[src/rtl/lamp_pwm_conv.sv]
module lamp_pwm_conv #(
  parameter int NSEG     = 30,
  parameter int TICK_DIV = 1,
  parameter int CNT_W    = 12,
  parameter int TIMEOUT  = 4000,
  parameter int BT_DIV   = 4,
  parameter int FRAME_BT = 2048,
  parameter int MAX_ON   = 256,
  parameter int LEAD_BT  = 3,
  parameter int GAP_BT   = 8
) (
  input  logic            clk,
  input  logic            rst_n,
  input  logic            pwm_in,
  input  logic            bright,
  input  logic [NSEG-1:0] seg_data,
  output logic [NSEG-1:0] seg_out,
  output logic [1:0]      grid_out,
  output logic [6:0]      step_out
);
  localparam int SLOT_BT   = FRAME_BT / 2;
  localparam int SLOT_W    = $clog2(SLOT_BT);
  localparam int ON_W      = $clog2(SLOT_BT + 1);
  localparam int PW        = ON_W + 1;
  localparam int STEP_BT   = MAX_ON / 64;
  localparam int FLOOR_ON  = MAX_ON / 128;
  localparam int FULL_ON   = SLOT_BT - LEAD_BT - GAP_BT;
  localparam int MW        = CNT_W + 9;
  localparam int DV_W      = $clog2(BT_DIV + 1);
  localparam int LEVELS    = 80;
  localparam int MIN_LVL   = 16;
  localparam logic [6:0] FULL_CODE = 7'd127;
  localparam logic [6:0] DIM_CODE  = 7'd64;

  logic tick;
  generate
    if (TICK_DIV > 1) begin : g_tick
      localparam int TK_W = $clog2(TICK_DIV);
      logic [TK_W-1:0] tk_cnt;
      always_ff @(posedge clk) begin
        if (!rst_n || tk_cnt == TK_W'(TICK_DIV - 1)) tk_cnt <= '0;
        else tk_cnt <= tk_cnt + 1'b1;
      end
      assign tick = (tk_cnt == TK_W'(TICK_DIV - 1));
    end else begin : g_notick
      assign tick = 1'b1;
    end
  endgenerate

  logic pwm_q, armed;
  logic [CNT_W-1:0] per_cnt, hi_cnt;
  wire rise = pwm_in & ~pwm_q;
  wire meas_done = rise & armed;

  always_ff @(posedge clk) begin
    if (!rst_n) begin
      pwm_q   <= 1'b0;
      armed   <= 1'b0;
      per_cnt <= '0;
      hi_cnt  <= '0;
    end else begin
      pwm_q <= pwm_in;
      if (rise) begin
        armed   <= 1'b1;
        per_cnt <= CNT_W'(tick);
        hi_cnt  <= CNT_W'(tick);
      end else if (armed && tick) begin
        if (per_cnt == CNT_W'(TIMEOUT)) armed <= 1'b0;
        else begin
          per_cnt <= per_cnt + 1'b1;
          hi_cnt  <= hi_cnt + CNT_W'(pwm_in);
        end
      end
    end
  end

  logic          busy;
  logic [MW-1:0] tgt, acc, two_p;
  logic [6:0]    lvl, step_q;
  wire step_up = busy && (lvl < 7'(LEVELS)) && (tgt >= acc);

  always_ff @(posedge clk) begin
    if (!rst_n) begin
      busy   <= 1'b0;
      tgt    <= '0;
      acc    <= '0;
      two_p  <= '0;
      lvl    <= '0;
      step_q <= DIM_CODE;
    end else if (meas_done) begin
      busy  <= 1'b1;
      tgt   <= MW'(hi_cnt) * MW'(2 * LEVELS);
      acc   <= MW'(per_cnt);
      two_p <= MW'(per_cnt) << 1;
      lvl   <= '0;
    end else if (step_up) begin
      lvl <= lvl + 1'b1;
      acc <= acc + two_p;
    end else if (busy) begin
      busy <= 1'b0;
      if (lvl == 7'(LEVELS))      step_q <= FULL_CODE;
      else if (lvl < 7'(MIN_LVL)) step_q <= DIM_CODE;
      else                        step_q <= 7'(LEVELS - 1) - lvl;
    end
  end

  assign step_out = step_q;

  logic [ON_W-1:0] on_map, on_lat;
  always_comb begin
    if (step_q == FULL_CODE)     on_map = ON_W'(FULL_ON);
    else if (step_q == DIM_CODE) on_map = ON_W'(FLOOR_ON);
    else on_map = ON_W'(MAX_ON) - ON_W'(STEP_BT) * ON_W'(step_q);
  end

  logic [DV_W-1:0]   dv;
  logic [SLOT_W-1:0] pos;
  logic              slot;
  wire bt_end   = (dv == DV_W'(BT_DIV - 1));
  wire slot_end = bt_end && (pos == SLOT_W'(SLOT_BT - 1));

  always_ff @(posedge clk) begin
    if (!rst_n) begin
      dv     <= '0;
      pos    <= '0;
      slot   <= 1'b0;
      on_lat <= ON_W'(FLOOR_ON);
    end else begin
      dv <= bt_end ? '0 : dv + 1'b1;
      if (bt_end) pos <= slot_end ? '0 : pos + 1'b1;
      if (slot_end) begin
        slot   <= ~slot;
        on_lat <= bright ? ON_W'(FULL_ON) : on_map;
      end
    end
  end

  wire [PW-1:0] seg_end = PW'(LEAD_BT) + PW'(on_lat);
  wire seg_win = PW'(pos) < seg_end;
  wire grd_win = seg_win && (PW'(pos) >= PW'(LEAD_BT));

  assign seg_out  = seg_win ? seg_data : '0;
  assign grid_out = {slot & grd_win, ~slot & grd_win};
endmodule

[config.mk]
export PLATFORM = sky130hd
export DESIGN_NAME = lamp_pwm_conv
export DESIGN_NICKNAME = d
export VERILOG_FILES = /design/src/rtl/lamp_pwm_conv.sv
export SDC_FILE = /design/constraint.sdc
export NUM_CORES = 1
export LEC_CHECK = 0
export ABC_AREA = 0
export BUFFER_PORTS_ARGS = -buffer_cell sky130_fd_sc_hd__buf_4
export CAP_MARGIN = 40
export CORE_ASPECT_RATIO = 1.4
export CORE_MARGIN = 2
export CORE_UTILIZATION = 44
export DETAILED_ROUTE_END_ITERATION = 8
export PLACE_DENSITY = 0.62
export SLEW_MARGIN = 20
export SYNTH_ARGS = -nofsm -noshare
export SYNTH_HDL_FRONTEND = slang
export SYNTH_SLANG_ARGS = --single-unit
[constraint.sdc]
create_clock -name clk -period 6.9 [get_ports clk]
set_input_delay 1.38 -clock clk [delete_from_list [all_inputs] [get_ports clk]]
set_output_delay 1.38 -clock clk [all_outputs]
set_load 0.1 [all_outputs]
**After elaboration in Yosys (flattened, before gate mapping)**

Index checks and enable logic that the tools add are counted.

- Memories: 0
- Memory bits (read-only): 0
- Memory bits (writable): 0
- Bits in latches: 0
- Bits of input ports: 34
- Bits in registers: 114
- Output and inout port bits: 39

- $add $sub $neg: 9
- Multiply operators: 1
- Bitwise gates (word level): 10
- Shift-type cells: 0
- $lt $le $gt $ge: 5
- Muxes and demuxes: 20
- Div/mod/pow operators: 0
- Reductions and logical operators: 12
- Eq/ne operators: 8

Operator list:

| cell | count |
|---|---|
| $mux W11 | 3 |
| $mux W30 | 1 |
| $mux W12 | 2 |
| $add A21 B13 Y21 | 1 |
| $eq A7 B7 Y1 const B | 3 |
| $ge A20 B21 Y1 | 1 |
| $mul A12 B3 Y15 const B | 1 |
| $mux W7 | 2 |
| $add A12 B1 Y12 | 1 |
| $add A12 B1 Y12 const B | 1 |
| $add A2 B11 Y12 const A | 1 |
| $eq A12 B12 Y1 const B | 1 |
| $lt A10 B12 Y1 | 1 |
| $mux W1 | 11 |
| $add A10 B1 Y10 const B | 1 |
| $eq A10 B10 Y1 const B | 1 |
| $ge A10 B2 Y1 const B | 1 |
| $mux W10 | 1 |
| $sub A9 B9 Y10 const A | 1 |
| $add A7 B1 Y7 const B | 1 |
| $lt A7 B5 Y1 const B | 1 |
| $lt A7 B7 Y1 const B | 1 |
| $sub A7 B7 Y7 const A | 1 |
| $not A1 Y1 | 6 |
| other kinds (9) | 20 |

**Longest topological paths before layout**

Gate-level depths: netlist of the first run.

- Depth after elaboration: 5
- Gate-level depth with buffers: 11
- Mapped depth without buffers: 10

**Worst setup path after synthesis of the first run**

Ideal clock, no wire load.

- Kind: register -> output
- Start point: reg on_lat[0]
- End point: out seg_out[0]
- Buffers on the path: 1
- Arrival: 2969 ps
- Cell stages (with the launch flop): 11
- Slack: 2551 ps
- Cell sequence: dfxtp_1 inv_1 ha_1 nor3_1 nand3_1 xor2_1 ha_1 a2111o_1 o211ai_1 clkbuf_1 and2_1

- Longest elaborated chain between the ends: 3

RTL lines:

| item | line | text |
|---|---|---|
| start, declared | 109 | `logic [ON_W-1:0] on_map, on_lat;` |
| start signal, assigned | 127 | `on_lat <= ON_W'(FLOOR_ON);` |
| start signal, assigned | 133 | `on_lat <= bright ? ON_W'(FULL_ON) : on_map;` |
| $add A2 B11 Y12 | 138 | `wire [PW-1:0] seg_end = PW'(LEAD_BT) + PW'(on_lat);` |
| $lt A10 B12 Y1 | 139 | `wire seg_win = PW'(pos) < seg_end;` |
| $mux W30 | 142 | `assign seg_out = seg_win ? seg_data : '0;` |
| end, declared | 17 | `output logic [NSEG-1:0] seg_out,` |

No other way between the ends.

**Final worst setup path of the first run**

- Start point: reg on_lat[0]
- End point: out grid_out[1]

- Longest elaborated chain between the ends: 4

RTL lines:

| item | line | text |
|---|---|---|
| $add A2 B11 Y12 | 138 |  |
| $lt A10 B12 Y1 | 139 |  |
| $logic_and A1 B1 Y1 | 140 | `wire grd_win = seg_win && (PW'(pos) >= PW'(LEAD_BT));` |
| $and A1 B1 Y1 | 143 | `assign grid_out = {slot & grd_win, ~slot & grd_win};` |
| end, declared | 18 | `output logic [1:0] grid_out,` |

No other way between the ends.

==> flow_summary.toml, run 1 <==
[job]
maxCapViolations = 0

[global_routing]
antenna_found_initial = 0
grt_max_degree = 62
grt-ovfl-total = 0
grt_pass1_wl_um = 26100
grt_usage_pct = 19.3
grt_pass1_vias = 5754

[synth]
synth_edf_count = 0
yosys.cell_types.count = 67
netlist_area_sq_um = 6920
syn_avg_cell_area_sq_um = 8.31
yosys_warnings = 0
synth_cells = 833
async_flop_share_pct = 0
ys_seq_area_share_pct = 33.0
syn_nets = 939
synth_compound_area_share_pct = 17.9
synthAdderAreaFrac_pct = 13.2
yosys_most_used_dff = "dfxtp_1"
synth_seq_cells = 114
synth-simple-area-share_pct = 24.0
synth_top_family_by_area = "simple AND/OR/NAND/NOR gates"
synthMuxAreaShare_pct = 1.61
synthXorXnorAreaFrac_pct = 6.20

[placed_design]
io_buffers = 72
place_congestion = 0.774
pre_cts_slack_ns = 2.79
dp_hpwl_um = 11300

[floorplan]
die_x_um = 110
num_io_pins = 73
die_h_um = 152
core-area_sq_um = 15500
rows = 54
dieArea_sq_um = 16800
start_util_pct = 44.7

[timing]
tightest_slew_ns = 0.804
finalCritPeriodShare_pct = 65.8
finalSetupViolations = 0
rsz0062_at_grt = "false"
hold_slack_ns = 0.446
finalSetupTns_ns = 0
slew_headroom_pct = 46.2
max_freq_mhz = 220
final_hold_viol_count = 0
fin_crit_ns = 4.54
fin_skew_ns = 0.00811
worst_slack_ns = 2.36
drv_slew = 0

[worst_setup_path]
endpoint_kind = "output pin"
required_ns = 5.52
setup.worst_path.class = "reg2out"
critPathArrivalTime_ns = 3.16
critPathLaunchType = "flip-flop"
crit_fanout = 32

[cts]
cts_setup_buffers = 0
cts-resized-gates = 0
clk_pin_slew_worst_paths_ns = 0.05
cts.path.max_buffers = 2
root_buffer = "clkbuf_16"
clk_latency_ns = 0.42
cts_buffers = 17
holdBufCountCts = 0
cts_max_level = 4
cts_tree = "done"
cts_sinks = 114

[pwr]
p_leak_nw = 3.33
powerDensity_nw_per_um2 = 210
ir_worst_vdd_uv = 115

[detailed_routing]
wl_met1_um = 6580
routed-wl-met3_um = 813
wl_um = 15700
dr.first_iter.drc_count = 233
drc = 0
via_per_inst = 5.51
firstDrtPassIters = 4
top_layer_used = "met4"
via_count = 6082
wl_per_cell_um = 14.2
ant_nets = 0
routed-wl-met2_um = 8050

[run_status]
status = "finished clean"

[worst_hold_path]
hold_path_class = "reg2reg"

[final_layout]
drive_gt1_share_pct = 14.2
fin_nets = 1001
antenna_cells = 0
syn2layout_area_growth_pct = 18.6
## report_power, final
group | switching [mW] | leakage (nW) | internal, mW | total (mW)
sequential | 0.00787 | 0.921 | 0.668 | 0.676
combinational | 0.129 | 2.13 | 0.0538 | 0.182
clock | 0.320 | 0.281 | 0.548 | 0.868
total | 0.457 | 3.33 | 1.27 | 1.73
## Yosys cell counts, types with 3 or more instances
cell type / instances / area share (%)
a211oi_1: 7 / 0.76
a21boi_0: 10 / 1.1
a21o_1: 4 / 0.43
a21oi_1: 56 / 4.0
a311oi_1: 4 / 0.51
a31o_2: 3 / 0.38
a31oi_1: 8 / 0.72
and2_1: 39 / 3.5
and3_1: 11 / 0.99
and4_1: 4 / 0.51
buf_2: 6 / 0.43
clkbuf_1: 27 / 1.5
dfxtp_1: 114 / 33
ha_1: 70 / 13
inv_1: 36 / 2.0
mux2i_1: 10 / 1.4
nand2_1: 98 / 5.3
nand2b_1: 9 / 0.81
nand3_1: 29 / 2.1
nand4_1: 23 / 2.1
nor2_1: 49 / 2.7
nor3_1: 15 / 1.1
nor3b_1: 3 / 0.33
nor4_1: 5 / 0.45
o211ai_1: 5 / 0.54
o21a_1: 7 / 0.76
o21ai_0: 47 / 3.4
o21bai_1: 4 / 0.43
o31a_1: 3 / 0.38
o31ai_1: 8 / 0.87
or2_2: 7 / 0.63
or3_1: 13 / 1.2
or4_1: 6 / 0.65
xnor2_1: 23 / 2.9
xor2_1: 26 / 3.3
## stage by stage
stage / power (mW) / instances / util (%) / area (sq um)
finish: 1.73 / 1104 / 53.0 / 8200
global route: 1.79 / 1104 / 53.0 / 8200
CTS: 1.74 / 1104 / 53.0 / 8200
detailed placement: 0.874 / 1072 / 49.2 / 7610
global placement: 0.872 / 1072 / 49.2 / 7610
floorplan: 0.824 / 833 / - / 6920
## layout by cell type (no fill, tap or decap), drive strengths merged, types with 7 or more instances in the layout
| cell | synthesis | layout |
|---|---|---|
| xor2 | 26 | 26 |
| o31ai | 8 | 8 |
| o21a | 7 | 7 |
| buf | 8 | 78 |
| nand2 | 98 | 98 |
| ha | 70 | 70 |
| nand4 | 23 | 23 |
| and3 | 11 | 11 |
| inv | 36 | 36 |
| o21ai | 47 | 47 |
| or2 | 8 | 8 |
| dfxtp | 114 | 114 |
| a211oi | 7 | 7 |
| a21oi | 56 | 56 |
| nand2b | 9 | 9 |
| and2 | 39 | 39 |
| a31oi | 8 | 8 |
| clkinv | 1 | 8 |
| nand3 | 30 | 30 |
| or3 | 14 | 14 |
| nor2 | 49 | 49 |
| mux2i | 10 | 10 |
| a21boi | 10 | 10 |
| xnor2 | 23 | 23 |
| nor3 | 15 | 15 |
| clkbuf | 27 | 19 |
## logic make-up (layout without fill, tap and decap cells)
family	after synthesis	after routing
and+or+nand+nor	324	324
buffers and inverters	72	147
adders and majority gates	72	72
xor gates and xnor gates	49	49
AOI/OAI and AO/OA	191	191
DFF	114	114
muxes	11	11
## final cells by class
| type | instances | area (sq um) |
|---|---|---|
| fill | 1515 | 7270 |
| multi-input combinational | 647 | 4360 |
| sequential | 114 | 2280 |
| timing repair buffer | 78 | 586 |
| clock buffer | 19 | 453 |
| tap | 196 | 245 |
| inverter | 37 | 139 |
| clock inverter | 13 | 136 |
## path summary, 6_finish.rpt
check,startpoint,end,slack (ns),cells past startpoint
min,dv[0]$_SDFF_PP0_,dv[0]$_SDFF_PP0_,0.45,1
max reg2reg,acc[6]$_SDFFE_PN0P_,step_out[6]$_SDFFE_PN1P_,4.11,9
min reg2reg,dv[0]$_SDFF_PP0_,dv[0]$_SDFF_PP0_,0.45,1
max,on_lat[0]$_SDFFE_PN0P_,grid_out[1],2.36,11
## worst max-delay path, stage by stage, from the launching register on
cell      delay (ns)
dfxtp_1         0.38
inv_1           0.08
ha_1            0.25
nor3_1          0.29
nand3_1         0.13
xor2_1          0.15
ha_1            0.19
a2111o_1        0.37
o211ai_1        0.16
buf_4           0.26
and3_1          0.18
buf_4           0.28
## sequential cells by signal, summed over array words and instances (netlist names), 7 cells and up
name,count
per_cnt,12
pos,10
two_p,12
hi_cnt,12
acc,21
tgt,15
on_lat,11
step_out,7
lvl,7
## per-layer routing
layer | vias up | GRT usage [%]
met4 | 0 | 7.05
met5 | - | 0
met2 | 123 | 34.4
met3 | 25 | 4.92
met1 | 2825 | 21.5
li1 | 3109 | -
No activity file was read; power rests on OpenSTA's default activity.
==> run 2, diff against run 1 <==
clock period = 4.3 ns   (was 6.9 ns; I/O delays follow)
==> flow_summary.toml, run 2 (synthesis results as in run 1) <==
[detailed_routing]
firstDrtPassIters = 4
dr.first_iter.drc_count = 216
via_count = 5998
via_per_inst = 5.42
ant_nets = 0
wl_um = 15800
drc = 0
wl_per_cell_um = 14.3

[cts]
clk_latency_ns = 0.42
cts_buffers = 17
cts_setup_buffers = 0
cts-resized-gates = 0
holdBufCountCts = 0
cts_sinks = 114
cts_tree = "done"
root_buffer = "clkbuf_16"
clk_pin_slew_worst_paths_ns = 0.05
cts_max_level = 4
cts.path.max_buffers = 2

[final_layout]
final_cell_area_sq_um = 8320
final_common_cell = "dfxtp_1"
register_area_sq_um = 2280
multiInputGateArea_sq_um = 4360
final_cell_mix = "114 x dfxtp_1, 98 x nand2_1, 80 x buf_4"
fillers = 1499
antenna_cells = 0
largest_reg_flops = 21
largest-register = "acc"
top_regs = "acc: 21 flops, tgt: 15 flops"
drive_gt1_share_pct = 14.4
syn2layout_area_growth_pct = 20.2
fin_nets = 1004

[worst_setup_path]
endpoint_kind = "output pin"
critPathArrivalTime_ns = 3.15
critPathLaunchType = "flip-flop"
reg2reg_depth = 9
crit_fanout = 32
setup.worst_path.class = "reg2out"
required_ns = 3.44

[timing]
fin_crit_ns = 4.01
max_freq_mhz = 250
hold_slack_ns = 0.424
finalSetupViolations = 0
rsz0062_at_grt = "false"
slew_headroom_pct = 44.1
worst_slack_ns = 0.294
finalCritPeriodShare_pct = 93.2
final_hold_viol_count = 0
finalSetupTns_ns = 0
drv_slew = 0
tightest_slew_ns = 0.838
fin_skew_ns = 0.00739

[floorplan]
num_io_pins = 73
rows = 54
die_h_um = 152
dieArea_sq_um = 16800
core-area_sq_um = 15500
die_x_um = 110
start_util_pct = 44.7

[pwr]
p_int_mw = 2.26
ir_worst_vdd_uv = 272
power_frac_seq_pct = 36.2
clkPwrFrac_pct = 53.9
power_mw = 3.00
power_frac_comb_pct = 9.8
powerDensity_nw_per_um2 = 360
p_sw_share_pct = 24.4
switchingPower_mw = 0.732
p_leak_nw = 3.40

[placed_design]
postPlaceCellArea_sq_um = 7630
io_buffers = 72
pre_cts_slack_ns = 0.711
place_congestion = 0.797
dp_hpwl_um = 11700

[global_routing]
grt_usage_pct = 19.8
grt_pass1_wl_um = 26500
grt_max_degree = 42
antenna_found_initial = 0
grt_pass1_vias = 5732
grt-ovfl-total = 0

[worst_hold_path]
hold_path_class = "reg2reg"
whs_path_depth = 1

[run_status]
status = "finished clean"

[job]
maxCapViolations = 0
-- run 2: cell type report --
| type | instances | area share, % |
|---|---|---|
| multi-input cells | 647 | 52.4 |
| flip-flops and latches | 114 | 27.4 |
| repair buffers | 81 | 7.40 |
| clock buffers | 19 | 5.32 |
| well taps | 196 | 2.95 |
| clock inverters | 13 | 2.80 |
| inverters | 37 | 1.67 |
-- run 2: worst paths after layout --
kind | from | endpoint | slack, ns
min reg2reg | dv[0]$_SDFF_PP0_ | dv[0]$_SDFF_PP0_ | 0.42
max reg2reg | acc[6]$_SDFFE_PN0P_ | acc[9]$_SDFFE_PN0P_ | 1.22
max | on_lat[0]$_SDFFE_PN0P_ | grid_out[0] | 0.29
min | dv[0]$_SDFF_PP0_ | dv[0]$_SDFF_PP0_ | 0.42
-- run 2: per-layer routing --
layer  track usage, %  routed length (um)
met1             22.3                6790
met2             34.9                7910
met3             5.09                 816
met4             7.41                 330
met5                0                   0
-- run 2: power by group through the flow --
| stage | Sequential, mW | Clock, mW | Combinational, mW |
|---|---|---|---|
| floorplan | 1.10 | 0 | 0.217 |
| global placement | 1.11 | 0 | 0.294 |
| detailed placement | 1.11 | 0 | 0.295 |
| CTS | 1.08 | 1.65 | 0.296 |
| global route | 1.09 | 1.70 | 0.317 |
| finish | 1.09 | 1.62 | 0.295 |
-- run 2: through the flow --
| stage | std cells | utilization [%] |
|---|---|---|
| 5_1_grt | 1107 | 53.8 |
| 2_1_floorplan | 833 | - |
| 3_3_place_gp | 1074 | 49.3 |
| 6_report | 1107 | 53.8 |
| 4_1_cts | 1106 | 53.7 |
| 3_5_place_dp | 1074 | 49.3 |
-- run 2: critical path, cell delays in order (launching register included) --
cell and delay [ns]:
dfxtp_1 0.36, inv_1 0.07, ha_1 0.24, nor3_1 0.31, nand3_1 0.13, xor2_1 0.16, ha_1 0.19, a2111o_1 0.38
o211ai_1 0.16, buf_4 0.25, and3b_1 0.18, buf_4 0.28
==> run 3, diff against run 2 <==
CTS_BUF_LIST = sky130_fd_sc_hd__clkbuf_2 sky130_fd_sc_hd__clkbuf_4 sky130_fd_sc_hd__clkbuf_8   (was not set)
==> flow_summary.toml, run 3 (synthesis results as in run 1) <==
[worst_setup_path]
rr_endpoint = "acc[9]$_SDFFE_PN0P_"
r2r-start = "acc[6]$_SDFFE_PN0P_"
crit_fanout = 32
critPathArrivalTime_ns = 3.09
required_ns = 3.44
r2r_slack_ns = 1.23
critPathLaunchType = "flip-flop"
setup.worst_path.class = "reg2out"
reg2reg_depth = 9
critPathLaunch = "on_lat[0]$_SDFFE_PN0P_"
setup.worst_path.end = "grid_out[0]"
endpoint_kind = "output pin"

[detailed_routing]
via_per_inst = 5.41
dr.first_iter.drc_count = 193
drc = 0
top_layer_used = "met4"
firstDrtPassIters = 6
ant_nets = 0
wl_per_cell_um = 14.3
via_count = 5984
routed-wl-met2_um = 7950
routed-wl-met3_um = 889
wl_um = 15800
wl_met1_um = 6700

[worst_hold_path]
hold_path_class = "reg2reg"

[cts]
cts_setup_buffers = 0
cts_tree = "done"
cts_buffers = 17
root_buffer = "clkbuf_8"
clk_pin_slew_worst_paths_ns = 0.07
clk_latency_ns = 0.45
cts_sinks = 114
cts.path.max_buffers = 2
cts_max_level = 4

[placed_design]
dp_cells = 1074
dp_hpwl_um = 11700
postPlaceCellArea_sq_um = 7630
place_congestion = 0.797
io_buffers = 72

[pwr]
power_frac_comb_pct = 11.3
p_leak_nw = 3.31
p_int_mw = 1.93
switchingPower_mw = 0.685
clkPwrFrac_pct = 47.3
power_mw = 2.62
power_frac_seq_pct = 41.4
p_sw_share_pct = 26.2
powerDensity_nw_per_um2 = 321
ir_worst_vdd_uv = 199

[final_layout]
largest-register = "acc"
largest_reg_flops = 21
antenna_cells = 0
final_common_cell = "dfxtp_1"
final_cell_area_sq_um = 8140
multiInputGateArea_sq_um = 4370
final_cell_mix = "114 x dfxtp_1, 98 x nand2_1, 80 x buf_4"
fin_nets = 1004
fillers = 1525
stdcell_count = 1107
drive_gt1_share_pct = 14.6
register_area_sq_um = 2280
syn2layout_area_growth_pct = 17.6
top_regs = "acc: 21 flops, tgt: 15 flops"

[timing]
max_freq_mhz = 253
drv_slew = 0
rsz0062_at_grt = "false"
fin_crit_ns = 3.95
final_hold_viol_count = 0
fin_skew_ns = 0.00980
tightest_slew_ns = 0.827
hold_slack_ns = 0.427
finalSetupViolations = 0
finalCritPeriodShare_pct = 92.0
finalSetupTns_ns = 0
slew_headroom_pct = 44.9

[global_routing]
grt-ovfl-total = 0
grt_max_degree = 42
grt_pass1_vias = 5685
grt_usage_pct = 19.6
grt_pass1_wl_um = 26300
antenna_found_initial = 0

[job]
maxCapViolations = 0

[floorplan]
core-area_sq_um = 15500
dieArea_sq_um = 16800
die_x_um = 110
start_util_pct = 44.7
rows = 54
die_h_um = 152
num_io_pins = 73

[run_status]
status = "finished clean"
## run 3: worst min path at each step
stage,from,cells past startpoint,endpoint,slack (ns)
global route,dv[0]$_SDFF_PP0_,1,dv[0]$_SDFF_PP0_,0.45
CTS,dv[0]$_SDFF_PP0_,1,dv[0]$_SDFF_PP0_,0.43
floorplan,dv[0]$_SDFF_PP0_,1,dv[0]$_SDFF_PP0_,0.40
finish,dv[0]$_SDFF_PP0_,1,dv[0]$_SDFF_PP0_,0.43
global placement,dv[0]$_SDFF_PP0_,1,dv[0]$_SDFF_PP0_,0.42
detailed placement,dv[0]$_SDFF_PP0_,1,dv[0]$_SDFF_PP0_,0.42
## run 3: layout make-up
class | count | area share [%]
Clock buffer | 19 | 3.14
Clock inverter | 13 | 2.86
Inverter | 37 | 1.71
Timing Repair Buffer | 81 | 7.56
Tap cell | 196 | 3.01
Sequential cell | 114 | 28.0
Multi-Input combinational cell | 647 | 53.7
## run 3: repair_timing
item,in CTS,in global routing
setup endpoints to repair,0,22
resized for setup,0,1
hold buffers,0,0
## run 3: power groups by stage
stage / clock [mW] / sequential, mW / combinational [mW]
after floorplan: 0 / 1.10 / 0.217
after global placement: 0 / 1.11 / 0.294
after detailed placement: 0 / 1.11 / 0.295
after CTS: 1.27 / 1.08 / 0.295
after global routing: 1.31 / 1.09 / 0.317
final: 1.24 / 1.08 / 0.294
## run 3: routing by layer
metal  up-vias  global-route usage (%)
met5         -                       0
met4         0                    7.59
met3        21                    4.70
met2       122                    34.6
met1      2725                    22.1
li1       3116                       -
## run 3: stage by stage
step	setup slack [ns]	utilization (%)
after CTS	0.210	52.5
after global placement	0.769	49.3
after floorplan	0.471	-
after global routing	0.0857	52.6
after detailed placement	0.711	49.3
final	0.345	52.6
## run 3: worst max-delay path: stages (launching register included)
cell and delay, ns:
dfxtp_1 0.37, inv_1 0.07, ha_1 0.25, nor3_2 0.23
nand3_1 0.12, xor2_1 0.16, ha_1 0.20, a2111o_1 0.38
o211ai_1 0.16, buf_4 0.25, and3b_1 0.18, buf_4 0.28
